[src/rtl/rx_pkg.sv]
`timescale 1ns/1ps
package rx_pkg;

    typedef enum logic [1:0] {
        RX_IDLE  = 2'd0,
        RX_FIRST = 2'd1,
        RX_RUN   = 2'd2
    } rx_state_t;

    typedef struct packed {
        logic edge_seen;
        logic level;
    } line_ev_t;

    typedef struct packed {
        logic restart;
        logic clear;
    } timer_ctl_t;

    typedef struct packed {
        logic valid;
        logic value;
        logic brk;
    } rx_evt_t;

    function automatic int cnt_width(input int max_per);
        return $clog2(2 * max_per + 2);
    endfunction

endpackage

[src/rtl/rx_line_sync.sv]
`timescale 1ns/1ps
module rx_line_sync
    import rx_pkg::*;
#(
    parameter int STAGES = 2
) (
    input  logic     clk,
    input  logic     rst,
    input  logic     din,
    output line_ev_t ev
);
    localparam int LAST = STAGES;

    logic [LAST:0] chain;

    generate
        for (genvar g = 0; g <= LAST; g++) begin : g_stage
            if (g == 0) begin : g_head
                always_ff @(posedge clk) begin
                    if (rst) chain[0] <= 1'b0;
                    else     chain[0] <= din;
                end
            end else begin : g_tail
                always_ff @(posedge clk) begin
                    if (rst) chain[g] <= 1'b0;
                    else     chain[g] <= chain[g-1];
                end
            end
        end
    endgenerate

    assign ev.level     = chain[LAST-1];
    assign ev.edge_seen = chain[LAST-1] ^ chain[LAST];

endmodule

[src/rtl/rx_timer.sv]
`timescale 1ns/1ps
module rx_timer
    import rx_pkg::*;
#(
    parameter int CNT_W = 11
) (
    input  logic             clk,
    input  logic             rst,
    input  timer_ctl_t       ctl,
    input  logic             edge_seen,
    output logic [CNT_W-1:0] mid_cnt,
    output logic [CNT_W-1:0] hold_cnt
);
    localparam logic [CNT_W-1:0] ONE = CNT_W'(1);

    function automatic logic [CNT_W-1:0] sat_inc(input logic [CNT_W-1:0] x);
        return (x == '1) ? x : x + ONE;
    endfunction

    always_ff @(posedge clk) begin
        if (rst) begin
            mid_cnt  <= '0;
            hold_cnt <= '0;
        end else begin
            mid_cnt  <= ctl.clear   ? '0 : (ctl.restart ? ONE : sat_inc(mid_cnt));
            hold_cnt <= ctl.clear   ? '0 : (edge_seen   ? ONE : sat_inc(hold_cnt));
        end
    end

endmodule

[src/rtl/rx_decider.sv]
`timescale 1ns/1ps
module rx_decider
    import rx_pkg::*;
#(
    parameter int MIN_PER = 50,
    parameter int MAX_PER = 1000,
    parameter int CNT_W   = 11
) (
    input  logic             clk,
    input  logic             rst,
    input  logic             en,
    input  line_ev_t         ev,
    input  logic [CNT_W-1:0] mid_cnt,
    input  logic [CNT_W-1:0] hold_cnt,
    output rx_state_t        state,
    output logic [CNT_W-1:0] period,
    output timer_ctl_t       ctl,
    output rx_evt_t          evt
);
    localparam int W2 = CNT_W + 2;
    localparam logic [CNT_W-1:0] MIN_C = CNT_W'(MIN_PER);
    localparam logic [CNT_W-1:0] MAX_C = CNT_W'(MAX_PER);

    rx_state_t nxt;
    logic      load;
    logic [W2-1:0] mid_x4, per_x3, hold_x2;
    logic      in_range, is_mid, too_quiet, expired;

    assign mid_x4  = {mid_cnt, 2'b00};
    assign per_x3  = {1'b0, period, 1'b0} + {2'b00, period};
    assign hold_x2 = {1'b0, hold_cnt, 1'b0};

    assign in_range  = (mid_cnt >= MIN_C) && (mid_cnt <= MAX_C);
    assign is_mid    = (state == RX_FIRST) || (mid_x4 > per_x3);
    assign too_quiet = hold_x2 >= per_x3;
    assign expired   = (state == RX_FIRST) ? (mid_cnt > MAX_C) : too_quiet;

    always_comb begin
        nxt         = state;
        load        = 1'b0;
        ctl         = '0;
        evt         = '0;
        evt.value   = ev.level;
        if (!en) begin
            nxt       = RX_IDLE;
            ctl.clear = 1'b1;
        end else begin
            unique case (state)
                RX_IDLE: begin
                    if (ev.edge_seen) begin
                        nxt         = RX_FIRST;
                        ctl.restart = 1'b1;
                    end else begin
                        ctl.clear = 1'b1;
                    end
                end
                RX_FIRST, RX_RUN: begin
                    if (ev.edge_seen) begin
                        if (is_mid) begin
                            if (in_range) begin
                                evt.valid   = 1'b1;
                                load        = 1'b1;
                                ctl.restart = 1'b1;
                                nxt         = RX_RUN;
                            end else begin
                                evt.brk   = 1'b1;
                                ctl.clear = 1'b1;
                                nxt       = RX_IDLE;
                            end
                        end
                    end else if (expired) begin
                        evt.brk   = 1'b1;
                        ctl.clear = 1'b1;
                        nxt       = RX_IDLE;
                    end
                end
                default: begin
                    nxt       = RX_IDLE;
                    ctl.clear = 1'b1;
                end
            endcase
        end
    end

    always_ff @(posedge clk) begin
        if (rst) begin
            state  <= RX_IDLE;
            period <= '0;
        end else begin
            state <= nxt;
            if (load) period <= mid_cnt;
        end
    end

endmodule

[src/rtl/selfclk_rx.sv]
`timescale 1ns/1ps
module selfclk_rx
    import rx_pkg::*;
#(
    parameter int MIN_PER     = 50,
    parameter int MAX_PER     = 1000,
    parameter int SYNC_STAGES = 2
) (
    input  logic clk,
    input  logic rst,
    input  logic normal_en,
    input  logic line_in,
    output logic bit_out,
    output logic bit_valid,
    output logic brk
);
    localparam int CNT_W = cnt_width(MAX_PER);

    line_ev_t         ev;
    timer_ctl_t       ctl;
    rx_evt_t          evt;
    rx_state_t        state;
    logic [CNT_W-1:0] mid_cnt, hold_cnt, period;

    rx_line_sync #(.STAGES(SYNC_STAGES)) u_sync (
        .clk (clk),
        .rst (rst),
        .din (line_in),
        .ev  (ev)
    );

    rx_timer #(.CNT_W(CNT_W)) u_timer (
        .clk       (clk),
        .rst       (rst),
        .ctl       (ctl),
        .edge_seen (ev.edge_seen),
        .mid_cnt   (mid_cnt),
        .hold_cnt  (hold_cnt)
    );

    rx_decider #(.MIN_PER(MIN_PER), .MAX_PER(MAX_PER), .CNT_W(CNT_W)) u_dec (
        .clk      (clk),
        .rst      (rst),
        .en       (normal_en),
        .ev       (ev),
        .mid_cnt  (mid_cnt),
        .hold_cnt (hold_cnt),
        .state    (state),
        .period   (period),
        .ctl      (ctl),
        .evt      (evt)
    );

    always_ff @(posedge clk) begin
        if (rst) begin
            bit_out   <= 1'b0;
            bit_valid <= 1'b0;
            brk       <= 1'b0;
        end else begin
            bit_valid <= evt.valid;
            brk       <= evt.brk;
            if (evt.valid) bit_out <= evt.value;
        end
    end

endmodule

[config.mk]
export PLATFORM = sky130hd
export DESIGN_NAME = selfclk_rx
export DESIGN_NICKNAME = d
export VERILOG_FILES = /design/src/rtl/rx_pkg.sv /design/src/rtl/rx_line_sync.sv /design/src/rtl/rx_timer.sv /design/src/rtl/rx_decider.sv /design/src/rtl/selfclk_rx.sv
export SDC_FILE = /design/constraint.sdc
export NUM_CORES = 1
export LEC_CHECK = 0
export BUFFER_PORTS_ARGS = -buffer_cell sky130_fd_sc_hd__buf_2
export CORE_MARGIN = 2
export CORE_UTILIZATION = 45
export DETAILED_ROUTE_END_ITERATION = 8
export SLEW_MARGIN = 5
export SYNTH_ARGS = -nofsm -noshare
export SYNTH_HDL_FRONTEND = slang
export SYNTH_HIERARCHICAL = 1
export SYNTH_SLANG_ARGS = --single-unit
[constraint.sdc]
create_clock -name clk -period 6.3 [get_ports clk]
set_input_delay 0.945 -clock clk [delete_from_list [all_inputs] [get_ports clk]]
set_output_delay 0.945 -clock clk [all_outputs]
set_load 0.02 [all_outputs]
# Yosys cells after proc, flatten, opt, wreduce, memory -nomap -nowiden
# Index checks and enable logic that the tools add are counted.
[classes] n_addsub=3 order_cmp=5 eq_ne=9 muxes=29 n_bitwise=3 reduce_logical=10
[op_table] op="11-bit by 1-bit adder with 11-bit output (second input constant)" count=2
[op_table] op="11-bit equality test (second input constant)" count=2
[op_table] op="1-bit two-way mux" count=20
[op_table] op="12-bit by 11-bit adder with 13-bit output" count=1
[op_table] op="12-bit by 13-bit greater-or-equal comparator with 1-bit output" count=1
[op_table] op="13-bit greater-than comparator" count=1
[op_table] op="2-bit two-way mux" count=6
[op_table] op="11-bit by 6-bit greater-or-equal comparator with 1-bit output (second input constant)" count=1
[op_table] op="11-bit by 10-bit greater-than comparator with 1-bit output (second input constant)" count=1
[op_table] op="11-bit by 10-bit less-or-equal comparator with 1-bit output (second input constant)" count=1
[op_table] op="3-bit OR reduction" count=3
[op_table] op="3-bit by 2-bit != test with 1-bit output (second input constant)" count=2
[op_table] op="2-bit OR reduction" count=3
[op_table] op="2-bit by 1-bit != test with 1-bit output (second input constant)" count=2
[op_table] op="1-bit case mux with 2 select lines" count=2
[op_table] op="2-bit case mux with 2 select lines" count=1
[op_table] op="3-bit AND reduction" count=1
[op_table] op="2-bit by 1-bit equality test with 1-bit output (second input constant)" count=1
[op_table] op="2-bit equality test (second input constant)" count=1
[op_table] op="2-bit logical NOT" count=1
[op_table] op="2-bit != test (second input constant)" count=1
[op_table] op="1-bit NOT" count=2
[op_table] op="1-bit logical AND" count=1
[op_table] op="1-bit logical OR" count=1
[op_table] op="1-bit XOR" count=1
[totals] ff_bits=41 inputBits=4 out_inout_bits=3 word_cells=71

# Logic depth before layout (Yosys ltp)
# Gate-level depths: netlist of run 1.
[depth] depth_word=8 ltp_mapped=20 ltp_nobuf=19

# By module
# Netlist of run 1, hierarchy kept.
[modules_own_cells] mod="rx_decider" instances=1 cells_per_inst=220 area_per_inst_um2=1848.0 seq_area_each_um2=260.2
[modules_own_cells] mod="rx_timer" instances=1 cells_per_inst=113 area_per_inst_um2=1026.0 seq_area_each_um2=440.4
[modules_own_cells] mod="rx_line_sync" instances=1 cells_per_inst=8 area_per_inst_um2=95.1 seq_area_each_um2=60.1
[modules_own_cells] mod="selfclk_rx" instances=1 cells_per_inst=7 area_per_inst_um2=86.3 seq_area_each_um2=60.1

# Least setup slack after synthesis of run 1
# Ideal clock, no wire load.
[synth_timing] path_kind="flip-flop to flip-flop" start="register u_dec.period[1]" end="register u_timer.hold_cnt[2]" setup_ps=75 t_arrival_ps=4303 required_time_ps=6225 slack_ps=1922 stages_incl_launch_ff=21 n_path_buf=1 synth_period_minus_slack_ps=4378 cell_sequence="dfxtp_1 -> ha_1 -> fa_1 -> a21o_1 -> a221oi_2 -> o21bai_1 -> a21oi_1 -> xor2_1 -> ha_1 -> nand3_1 -> nor2_1 -> and4_1 -> a21oi_1 -> maj3_1 -> a32o_2 -> a21oi_1 -> o21ai_0 -> or3_1 -> clkbuf_1 -> o21bai_1 -> a31oi_1"
[synth_rtl] item="start: declaration" line_no="rx_decider.sv:16" text="output logic [CNT_W-1:0] period,"
[synth_rtl] item="start signal: assignment" line_no="rx_decider.sv:91" text="if (load) period <= mid_cnt;"
[synth_rtl] item="end signal: assignment" line_no="rx_timer.sv:26" text="hold_cnt <= ctl.clear ? '0 : (edge_seen ? ONE : sat_inc(hold_cnt));"
[synth_rtl] item="end: declaration" line_no="rx_timer.sv:12" text="output logic [CNT_W-1:0] hold_cnt"

==> flow_summary.json, run 1 <==
{
  "hold_class": "reg -> reg",
  "cpMostUsedCell": "a21oi_1",
  "path_delay_family": "compound AO/OA/AOI/OAI gates",
  "fp.dieH_um": 86.4,
  "io_pins": 7,
  "die-width_um": 86.4,
  "setup_tns_ps": 0,
  "port_buffers": 6,
  "grt_pass1_vias": 2254,
  "grt_first_pass_wirelength_mm": 10.9,
  "min_from": "u_sync/chain[0]$_SDFF_PP0_",
  "hold_viol": 0,
  "drc": 0,
  "finalSetupViolCount": 0,
  "fmax_mhz": 211,
  "ys_types": 59,
  "yosys_most_used_dff": "dfxtp_1",
  "path_cells": "ha_1, fa_1, a21o_1, a221oi_2, o21bai_1, a21oi_1, xor2_1, ha_1, nand3_1, nor2_1, and4_1, a21oi_1, maj3_1, a32o_2, a21oi_1, o21ai_0, or3_1, o21bai_1, a31oi_1",
  "maxSlewHeadroom_pct": 57.1,
  "power_density_nw_per_um2": 144,
  "status": "completed",
  "cts_num_sinks": 41,
  "cts_buffer_depth": 2,
  "post-route-min-period_ps": 4750,
  "hold-worst-slack_ps": 449,
  "cts_tree": "done",
  "cts.clk_slew.worst_paths_ps": 80,
  "ff2ff_path_depth": 19,
  "cts_setup_buffers": 0,
  "synth.largest_area_cell": "dfxtp_1",
  "place_congestion": 0.838,
  "slowest_delay_ps": 580,
  "yosys.cell_count.top_type": "dfxtp_1",
  "hold_buffers": 0,
  "synth_fp_nets": 389,
  "yosys-top-cells-area": "dfxtp_1 (27%), ha_1 (15%), mux2i_1 (4.9%)",
  "first_pass_iters": 4,
  "grtUsageTotal_pct": 18.2,
  "cts_buffers": 5,
  "hold_path_depth": 1,
  "async_flop_share_pct": 0,
  "initial_utilization_pct": 45.7,
  "peakVddDrop_uv": 115,
  "layout-drive-gt1-share_pct": 8.26,
  "crit_arrival_ps": 4970,
  "diodes": 0,
  "rr_endpoint": "u_timer/hold_cnt[2]$_SDFFE_PP0P_",
  "ant_nets": 0,
  "ctsHtreeMaxLevel": 2,
  "syn_area_um2": 3060,
  "final_nets": 392,
  "path_max_fanout": 10,
  "min_period_over_period_pct": 75.4,
  "finalMaxSlewViolations": 0,
  "timing.max_cap.violations": 0,
  "cp_slowest_cell": "or3_1",
  "total_power_uw": 462,
  "syn_area_per_cell_um2": 8.78,
  "rsz0062_at_grt": "false",
  "grt_start_max_net_pins": 33,
  "core_um2": 6680,
  "yosysTopAreaCellShare_pct": 26.9,
  "synth.yosys.seq_area_share_pct": 26.9,
  "dieArea_um2": 7460,
  "vias_per_cell": 5.71,
  "antenna_found_initial": 0,
  "critPathKind": "reg -> reg",
  "critPathCaptureType": "register",
  "clkLatencyLatePin_ps": 290,
  "tightest_slew_ps": 642,
  "synth_edf_count": 0,
  "drt_wl_total_mm": 6.51,
  "wl_per_cell_um": 15.1,
  "vias": 2461,
  "dp_hpwl_mm": 4.96,
  "hold-path-endpoint": "u_sync/ev[0]$_SDFF_PP0_",
  "ys_ff_latch": 41,
  "clock_skew_ps": 5.62,
  "r2r_start": "u_dec/period[1]$_SDFFE_PP0P_",
  "cts-root-buf": "clkbuf_8",
  "synth_common_cells": "dfxtp_1 (41), ha_1 (36), a21oi_1 (29)",
  "yosys_warnings": 6,
  "overflow": 0,
  "area_delta_synth_final_pct": 4.91,
  "row_count": 30,
  "startpoint": "u_dec/period[1]$_SDFFE_PP0P_",
  "path_buf_inv": 0,
  "cts_resized": 0,
  "reg2reg_setup_slack_ps": 1550,
  "drt_iter0_markers": 82,
  "cp.required_ps": 6520,
  "startpoint_type": "register",
  "postSynthCellCount": 348,
  "p_leak_uw": 0.00132
}
## stage by stage
stage / cells / area, um^2 / utilization [%] / setup slack, ps
after global placement: 424 / 3120 / 46.7 / 1700
after global routing: 431 / 3210 / 48.0 / 1150
after CTS: 431 / 3210 / 48.0 / 1540
after detailed placement: 424 / 3120 / 46.7 / 1590
after floorplan: 348 / 3060 / - / 1920
final: 431 / 3210 / 48.0 / 1550
## flip-flops by register name, indices dropped and copies added, names as in the netlist, 2 cells and up
register,flops
u_dec/period,11
u_timer/mid_cnt,11
u_timer/hold_cnt,11
u_sync/chain,2
u_dec/state,2
## worst register-to-register path, delay by kind of cell, from the launching register on
kind	cells	cell delay, ps
AO/OA/AOI/OAI	10	1900
XOR/XNOR	1	120
adder cells (fa/ha/maj)	4	1300
flip-flops	1	370
AND/OR/NAND/NOR	4	1000
## report_power, final
part	internal (uW)	switching, uW	total [uW]
Combinational	10.4	14.0	24.5
Clock	87.0	88.0	175
Sequential	261	1.96	263
## per-layer routing
layer  GRT usage (%)  wire length, um
met5               0                0
met4            4.83               70
met3            2.86              183
met2            28.4             2950
met1            26.1             3310
## worst max-delay path by stage
stage                                             to  slack, ps  cells after the start
finish              u_timer/hold_cnt[2]$_SDFFE_PP0P_       1550                     19
floorplan           u_timer/hold_cnt[2]$_SDFFE_PP0P_       1920                     20
detailed placement  u_timer/hold_cnt[2]$_SDFFE_PP0P_       1590                     19
CTS                 u_timer/hold_cnt[2]$_SDFFE_PP0P_       1540                     19
global route        u_timer/hold_cnt[2]$_SDFFE_PP0P_       1150                     19
global placement    u_timer/hold_cnt[2]$_SDFFE_PP0P_       1700                     19
## cells in the final DEF, fill, tap and decap left out, types with 8 or more instances in the layout
| cell type | Yosys | layout |
|---|---|---|
| nand3_1 | 15 | 15 |
| o21ai_0 | 9 | 9 |
| nand2b_1 | 22 | 22 |
| nand2_1 | 17 | 17 |
| mux2i_1 | 15 | 15 |
| xor2_1 | 9 | 9 |
| nor2_1 | 21 | 21 |
| a21o_1 | 8 | 8 |
| dfxtp_1 | 41 | 41 |
| inv_1 | 14 | 14 |
| xnor2_1 | 10 | 10 |
| a21oi_1 | 29 | 29 |
| ha_1 | 36 | 36 |
| and3_1 | 11 | 11 |
## layout make-up
class                      instances  area [um^2]
timing repair buffer               6         30.0
clock buffer                       7         86.3
fill                             681         3480
inverter                          14         52.6
tap                               80          100
sequential                        41          821
multi-input combinational        283         2120
## cell families (layout without fill, tap and decap cells)
logic type	Yosys count	in the layout	share of synthesized area (%)
AOI/OAI and AO/OA	80	80	17.9
xor gates and xnor gates	19	19	5.45
adders and majority gates	39	39	16.1
buffers and inverters	24	27	3.89
DFF	41	41	26.9
muxes	15	15	4.91
and+or+nand+nor	130	130	25.0
Note: power is estimated with default switching activity, not from simulation.
==> inputs of run 2 (changes only) <==
--- a/config.mk
+++ b/config.mk
@@ -5,6 +5,7 @@
 export SDC_FILE = /design/constraint.sdc
 export NUM_CORES = 1
 export LEC_CHECK = 0
+export ABC_AREA = 1
 export BUFFER_PORTS_ARGS = -buffer_cell sky130_fd_sc_hd__buf_2
 export CORE_MARGIN = 2
 export CORE_UTILIZATION = 45
==> constraint.sdc (replaced) <==
create_clock -name clk -period 4.55 [get_ports clk]
set_input_delay 0.6825 -clock clk [delete_from_list [all_inputs] [get_ports clk]]
set_output_delay 0.6825 -clock clk [all_outputs]
set_load 0.02 [all_outputs]
==> run 2 against run 1 <==
Compared with the run above: highest routed layer unchanged; maximum frequency is 23% higher; critical endpoint is now u_timer/mid_cnt[3]$_SDFFE_PP0P_; first-iteration DRC count is 60% higher; via count is 18% higher.
==> flow_summary.json, run 2 <==
{
  "p_seq_share_pct": 53.8,
  "port_buffers": 6,
  "async_flop_share_pct": 0,
  "overflow": 0,
  "min_period_over_period_pct": 84.7,
  "placed_cells": 540,
  "syn_area_um2": 3140,
  "setup_tns_ps": 0,
  "wl_met3_um": 195,
  "dp_hpwl_mm": 5.63,
  "critPathKind": "reg -> reg",
  "path_delay_family": "simple AND/OR/NAND/NOR gates",
  "clkLatencyLatePin_ps": 300,
  "utilization_pct": 49.1,
  "drt_iter0_markers": 131,
  "cts_tree": "done",
  "internal_power_uw": 516,
  "startpoint_type": "register",
  "diodes": 0,
  "fmax_mhz": 259,
  "layout-drive-gt1-share_pct": 9.83,
  "ys_ff_latch": 41,
  "status": "completed",
  "cts_resized": 0,
  "area_delta_synth_final_pct": 5.82,
  "pre_cts_ws_ps": 782,
  "finalSetupViolCount": 0,
  "final_cell_mix": "nand2_1 (116), inv_1 (70), nor2_1 (41), dfxtp_1 (41), ha_1 (36)",
  "critPathCaptureType": "register",
  "clock_skew_ps": 4.62,
  "layout_commonest_cell": "nand2_1",
  "hold_viol": 0,
  "first_pass_iters": 6,
  "post-route-min-period_ps": 3850,
  "cts_num_sinks": 41,
  "finalMaxSlewViolations": 0,
  "dieArea_um2": 7660,
  "top_layer": "met4",
  "initial_utilization_pct": 46.4,
  "fin_cells": 548,
  "pwr-share-comb_pct": 7.3,
  "drt_wl_total_mm": 7.08,
  "core_um2": 6760,
  "reg_top3": "u_dec/period x11, u_timer/hold_cnt x11, u_timer/mid_cnt x11",
  "cts-root-buf": "clkbuf_8",
  "synth_fp_nets": 501,
  "grt_first_pass_wirelength_mm": 12.0,
  "cts_buffers": 5,
  "swShare_pct": 24.2,
  "fill_cells": 684,
  "cp.required_ps": 4780,
  "yosys.cell_count.top_type": "nand2_1",
  "hold_buffers": 0,
  "syn_area_per_cell_um2": 6.82,
  "grt_pass1_vias": 2640,
  "synth.largest_area_cell": "dfxtp_1",
  "ys_types": 36,
  "grtUsageTotal_pct": 20.0,
  "hold_class": "reg -> reg",
  "wl_per_cell_um": 12.9,
  "grt_start_max_net_pins": 18,
  "die-width_um": 87.5,
  "synth_edf_count": 0,
  "vias": 2908,
  "ant_nets": 0,
  "drc": 0,
  "cp_slowest_cell": "ha_1",
  "rsz0062_at_grt": "false",
  "postLayoutSetupSlackWorst_ps": 696,
  "ctsHtreeMaxLevel": 2,
  "tightest_slew_ps": 471,
  "power_density_nw_per_um2": 205,
  "synth_common_cells": "nand2_1 (116), inv_1 (70), dfxtp_1 (41), nor2_1 (41), ha_1 (36)",
  "path_buf_inv": 2,
  "yosys-top-cells-area": "dfxtp_1 (26%), ha_1 (14%), nand2_1 (14%)",
  "cts.clk_slew.worst_paths_ps": 80,
  "synth.yosys.seq_area_share_pct": 26.2,
  "final_nets": 508,
  "cpMostUsedCell": "nand2_1",
  "drt-met1-wl_mm": 3.42,
  "yosysTopAreaCellShare_pct": 26.2,
  "io_pins": 7,
  "peakVddDrop_uv": 153,
  "cts_setup_buffers": 0,
  "yosys_most_used_dff": "dfxtp_1",
  "fp.dieH_um": 87.5,
  "crit_arrival_ps": 4080,
  "slowest_delay_ps": 390,
  "wl_met2_mm": 3.34,
  "p_leak_uw": 0.00150,
  "cts_buffer_depth": 2,
  "postSynthCellCount": 460,
  "timing.max_cap.violations": 0,
  "path_max_fanout": 6,
  "yosys_warnings": 6,
  "vias_per_cell": 5.31,
  "switching_power_uw": 164,
  "antenna_found_initial": 0,
  "clockPowerShare_pct": 38.9,
  "final_cell_area_um2": 3320,
  "row_count": 30,
  "dpl_cell_area_um2": 3220,
  "place_congestion": 0.845,
  "maxSlewHeadroom_pct": 68.2
}
run 2: cell count changes in the layout (fill, tap and decap cells not counted), moves of 12 or more:
cell	change
nand2_1	+99
inv_1	+56
nand2b_1	-22
nor2_1	+20
mux2i_1	-15
nor2_2	+13
nand3_1	+12
run 2: path summary, 6_finish.rpt:
path	start	to	slack (ps)	cells past startpoint
worst max-delay path	u_dec/period[2]$_SDFFE_PP0P_	u_timer/mid_cnt[3]$_SDFFE_PP0P_	700	25
worst min-delay path	u_sync/chain[0]$_SDFF_PP0_	u_sync/ev[0]$_SDFF_PP0_	410	2
worst max register to register	u_dec/period[2]$_SDFFE_PP0P_	u_timer/mid_cnt[3]$_SDFFE_PP0P_	700	25
worst min register to register	u_sync/chain[0]$_SDFF_PP0_	u_sync/ev[0]$_SDFF_PP0_	410	2
run 2: logic make-up after synthesis:
| group | Yosys count | share of synthesized area [%] |
|---|---|---|
| AO/OA/AOI/OAI | 59 | 11.1 |
| XOR/XNOR | 13 | 3.63 |
| adder cells (fa/ha/maj) | 37 | 15.0 |
| buffers and inverters | 77 | 10.1 |
| flip-flops | 41 | 26.2 |
| AND/OR/NAND/NOR | 233 | 34.1 |
run 2: stage by stage:
stage / power [uW] / hold WS, ps
2_1_floorplan: 412 / 388
3_3_place_gp: 424 / 394
3_5_place_dp: 424 / 400
4_1_cts: 691 / 411
5_1_grt: 712 / 428
6_report: 681 / 406
run 2: worst reg2reg max path, delay by kind of cell, from the launching register on:
| kind | cells | cell delay, ps |
|---|---|---|
| and+or+nand+nor | 16 | 1510 |
| adders and majority gates | 2 | 720 |
| AOI/OAI and AO/OA | 4 | 670 |
| DFF | 1 | 360 |
| xor gates and xnor gates | 1 | 270 |
| buffers and inverters | 2 | 250 |
run 2: area by class of cell:
type / instances / area [um^2] / area share [%]
inverters: 71 / 268 / 8.06
well taps: 80 / 100 / 3.01
multi-input cells: 342 / 2000 / 60.2
clock inverters: 1 / 5.00 / 0.151
flip-flops and latches: 41 / 821 / 24.7
repair buffers: 6 / 30.0 / 0.904
clock buffers: 7 / 96.3 / 2.90
run 2: per-layer routing:
layer  global-route usage [%]  vias up
met1                     26.3     1329
met2                     33.4       55
li1                         -     1507
met3                     3.13       17
met5                        0        -
met4                     6.43        0
run 2: power by group through the flow:
| stage | clock network [uW] | registers, uW | logic [uW] |
|---|---|---|---|
| 2_1_floorplan | 0 | 374 | 38.4 |
| 3_3_place_gp | 0 | 374 | 49.1 |
| 3_5_place_dp | 0 | 375 | 49.9 |
| 4_1_cts | 275 | 366 | 50.0 |
| 5_1_grt | 288 | 367 | 56.6 |
| 6_report | 265 | 366 | 49.9 |
==> inputs of run 3 (changes only) <==
==> constraint.sdc (replaced) <==
create_clock -name clk -period 3.8 [get_ports clk]
set_input_delay 0.57 -clock clk [delete_from_list [all_inputs] [get_ports clk]]
set_output_delay 0.57 -clock clk [all_outputs]
set_load 0.02 [all_outputs]
==> run 3 against run 2 <==
Compared with the run above: non-clock buffer count is 4 higher; maximum frequency is 8.7% higher; worst hold slack better by 5.6 ps; critical path type unchanged; critical endpoint unchanged.
==> flow_summary.json, run 3 (same netlist as run 2, synthesis figures left out) <==
{
  "drc": 0,
  "drt_wl_total_mm": 7.29,
  "status": "completed",
  "grt_pass1_vias": 2563,
  "startpoint_type": "register",
  "initial_utilization_pct": 46.4,
  "ff2ff_path_depth": 25,
  "clockPowerShare_pct": 40.7,
  "fin_cells": 551,
  "finalSetupViolCount": 0,
  "hold_viol": 0,
  "fp.dieH_um": 87.5,
  "swShare_pct": 23.4,
  "p_seq_share_pct": 51.8,
  "grtUsageTotal_pct": 19.8,
  "wl_per_cell_um": 13.2,
  "p_leak_uw": 0.00151,
  "port_buffers": 6,
  "grt_first_pass_wirelength_mm": 11.8,
  "layout-drive-gt1-share_pct": 13.4,
  "layout_commonest_cell": "nand2_1",
  "first_pass_iters": 4,
  "core_um2": 6760,
  "fill_cells": 695,
  "cts_tree": "done",
  "row_count": 30,
  "die-width_um": 87.5,
  "dieArea_um2": 7660,
  "internal_power_uw": 647,
  "dp_hpwl_mm": 5.62,
  "critPathCaptureType": "register",
  "dpl_cell_area_um2": 3230,
  "cts-root-buf": "clkbuf_8",
  "cts.clk_slew.worst_paths_ps": 80,
  "r2r_start": "u_dec/period[2]$_SDFFE_PP0P_",
  "final_cell_area_um2": 3410,
  "post-route-min-period_ps": 3550,
  "ctsHtreeMaxLevel": 2,
  "hold_class": "reg -> reg",
  "critPathCapture": "u_timer/mid_cnt[3]$_SDFFE_PP0P_",
  "cts_num_sinks": 41,
  "vias": 2927,
  "pwr-share-comb_pct": 7.6,
  "maxSlewHeadroom_pct": 63.0,
  "clkLatencyLatePin_ps": 290,
  "rr_endpoint": "u_timer/mid_cnt[3]$_SDFFE_PP0P_",
  "switching_power_uw": 198,
  "critPathKind": "reg -> reg",
  "cp.required_ps": 4020,
  "timing.max_cap.violations": 0,
  "crit_arrival_ps": 3770,
  "clock_skew_ps": 6.70,
  "reg2reg_setup_slack_ps": 250,
  "io_pins": 7,
  "vias_per_cell": 5.31,
  "min_period_over_period_pct": 93.3,
  "reg_top3": "u_dec/period x11, u_timer/hold_cnt x11, u_timer/mid_cnt x11",
  "startpoint": "u_dec/period[2]$_SDFFE_PP0P_",
  "cts_buffer_depth": 2,
  "finalMaxSlewViolations": 0,
  "final_cell_mix": "nand2_1 (115), inv_1 (68), nor2_1 (39), dfxtp_1 (39), ha_1 (33)",
  "drt_iter0_markers": 155,
  "grt_start_max_net_pins": 18,
  "peakVddDrop_uv": 168,
  "cts_buffers": 5,
  "diodes": 0,
  "overflow": 0,
  "hold_buffers": 0,
  "placed_cells": 541,
  "tightest_slew_ps": 552,
  "area_delta_synth_final_pct": 8.65,
  "total_power_uw": 845,
  "final_nets": 512,
  "power_density_nw_per_um2": 248,
  "fmax_mhz": 282,
  "ant_nets": 0,
  "antenna_found_initial": 0,
  "path_max_fanout": 6,
  "place_congestion": 0.823
}
[run 3: changes by cell type in the layout (fill, tap and decap cells not counted), sizes merged]
cell	delta
buf	+4
clkbuf	-2
bufinv	+1
[run 3: how the worst min path moves through the flow]
stage                                          start                       to  slack [ps]  cells after the start
final                     u_sync/chain[0]$_SDFF_PP0_  u_sync/ev[0]$_SDFF_PP0_         410                      2
after global routing      u_sync/chain[0]$_SDFF_PP0_  u_sync/ev[0]$_SDFF_PP0_         430                      2
after CTS                 u_sync/chain[0]$_SDFF_PP0_  u_sync/ev[0]$_SDFF_PP0_         410                      2
after detailed placement  u_sync/chain[0]$_SDFF_PP0_  u_sync/ev[0]$_SDFF_PP0_         400                      2
after global placement    u_sync/chain[0]$_SDFF_PP0_  u_sync/ev[0]$_SDFF_PP0_         390                      2
after floorplan           u_sync/chain[0]$_SDFF_PP0_  u_sync/ev[0]$_SDFF_PP0_         390                      2
[run 3: area by class of cell]
cell class / instances / area, um^2 / area share (%)
Inverter: 71 / 268 / 7.85
Sequential cell: 41 / 826 / 24.2
Clock buffer: 5 / 68.8 / 2.02
Tap cell: 80 / 100 / 2.94
Multi-Input combinational cell: 342 / 2050 / 60.2
Clock inverter: 2 / 35.0 / 1.03
Timing Repair Buffer: 10 / 60.1 / 1.76
[run 3: power by group through the flow]
stage | sequential (uW) | combinational (uW) | clock, uW
2_1_floorplan | 447 | 46.0 | 0
3_3_place_gp | 448 | 59.6 | 0
3_5_place_dp | 448 | 60.1 | 0
4_1_cts | 438 | 61.0 | 354
5_1_grt | 438 | 73.4 | 374
6_report | 437 | 64.0 | 343
[run 3: metrics by stage]
stage                     setup TNS [ps]  utilization, %  hold WS, ps  worst slack [ps]
final                                  0            50.5          411               253
after global routing                -108            50.5          426             -32.2
after CTS                              0            49.4          412              29.6
after detailed placement               0            47.8          399              2.09
after global placement                 0            47.8          394              95.1
after floorplan                        0               -          388               550
[run 3: timing repair]
action                                  4_1_cts  5_1_grt
setup buffers                                 0        3
endpoints found under the setup margin       11       20
gates resized for setup                       2       16
pin swaps                                     0        6
[run 3: per-layer routing]
layer | up-vias | routed length, um | part of all wire [%] | GRT usage, %
met3 | 4 | 198 | 2.7 | 3.13
met2 | 51 | 3520 | 48 | 33.5
met5 | - | 0 | 0 | 0
met4 | 0 | 48 | 0.66 | 5.31
li1 | 1514 | - | - | -
met1 | 1358 | 3520 | 48 | 26.2
[run 3: worst max-delay path, cell delays in order, from the launching register on]
cell and delay (ps):
dfxtp_4 370, ha_2 330, nand2_1 70, nand2_1 60, nand2_1 70, nand2_2 80
a21oi_4 150, nor2_1 70, nor2_2 140, xor2_2 210, ha_1 290, nand2_2 90
nor2_1 50, nor3_1 160, nand3_1 110, a21oi_1 150, o21bai_1 80, nand2_1 90
nand2_1 50, nand4_1 100, nand4_1 110, nor2_2 140, inv_2 80, nor2_4 140
inv_1 110, a31oi_1 160
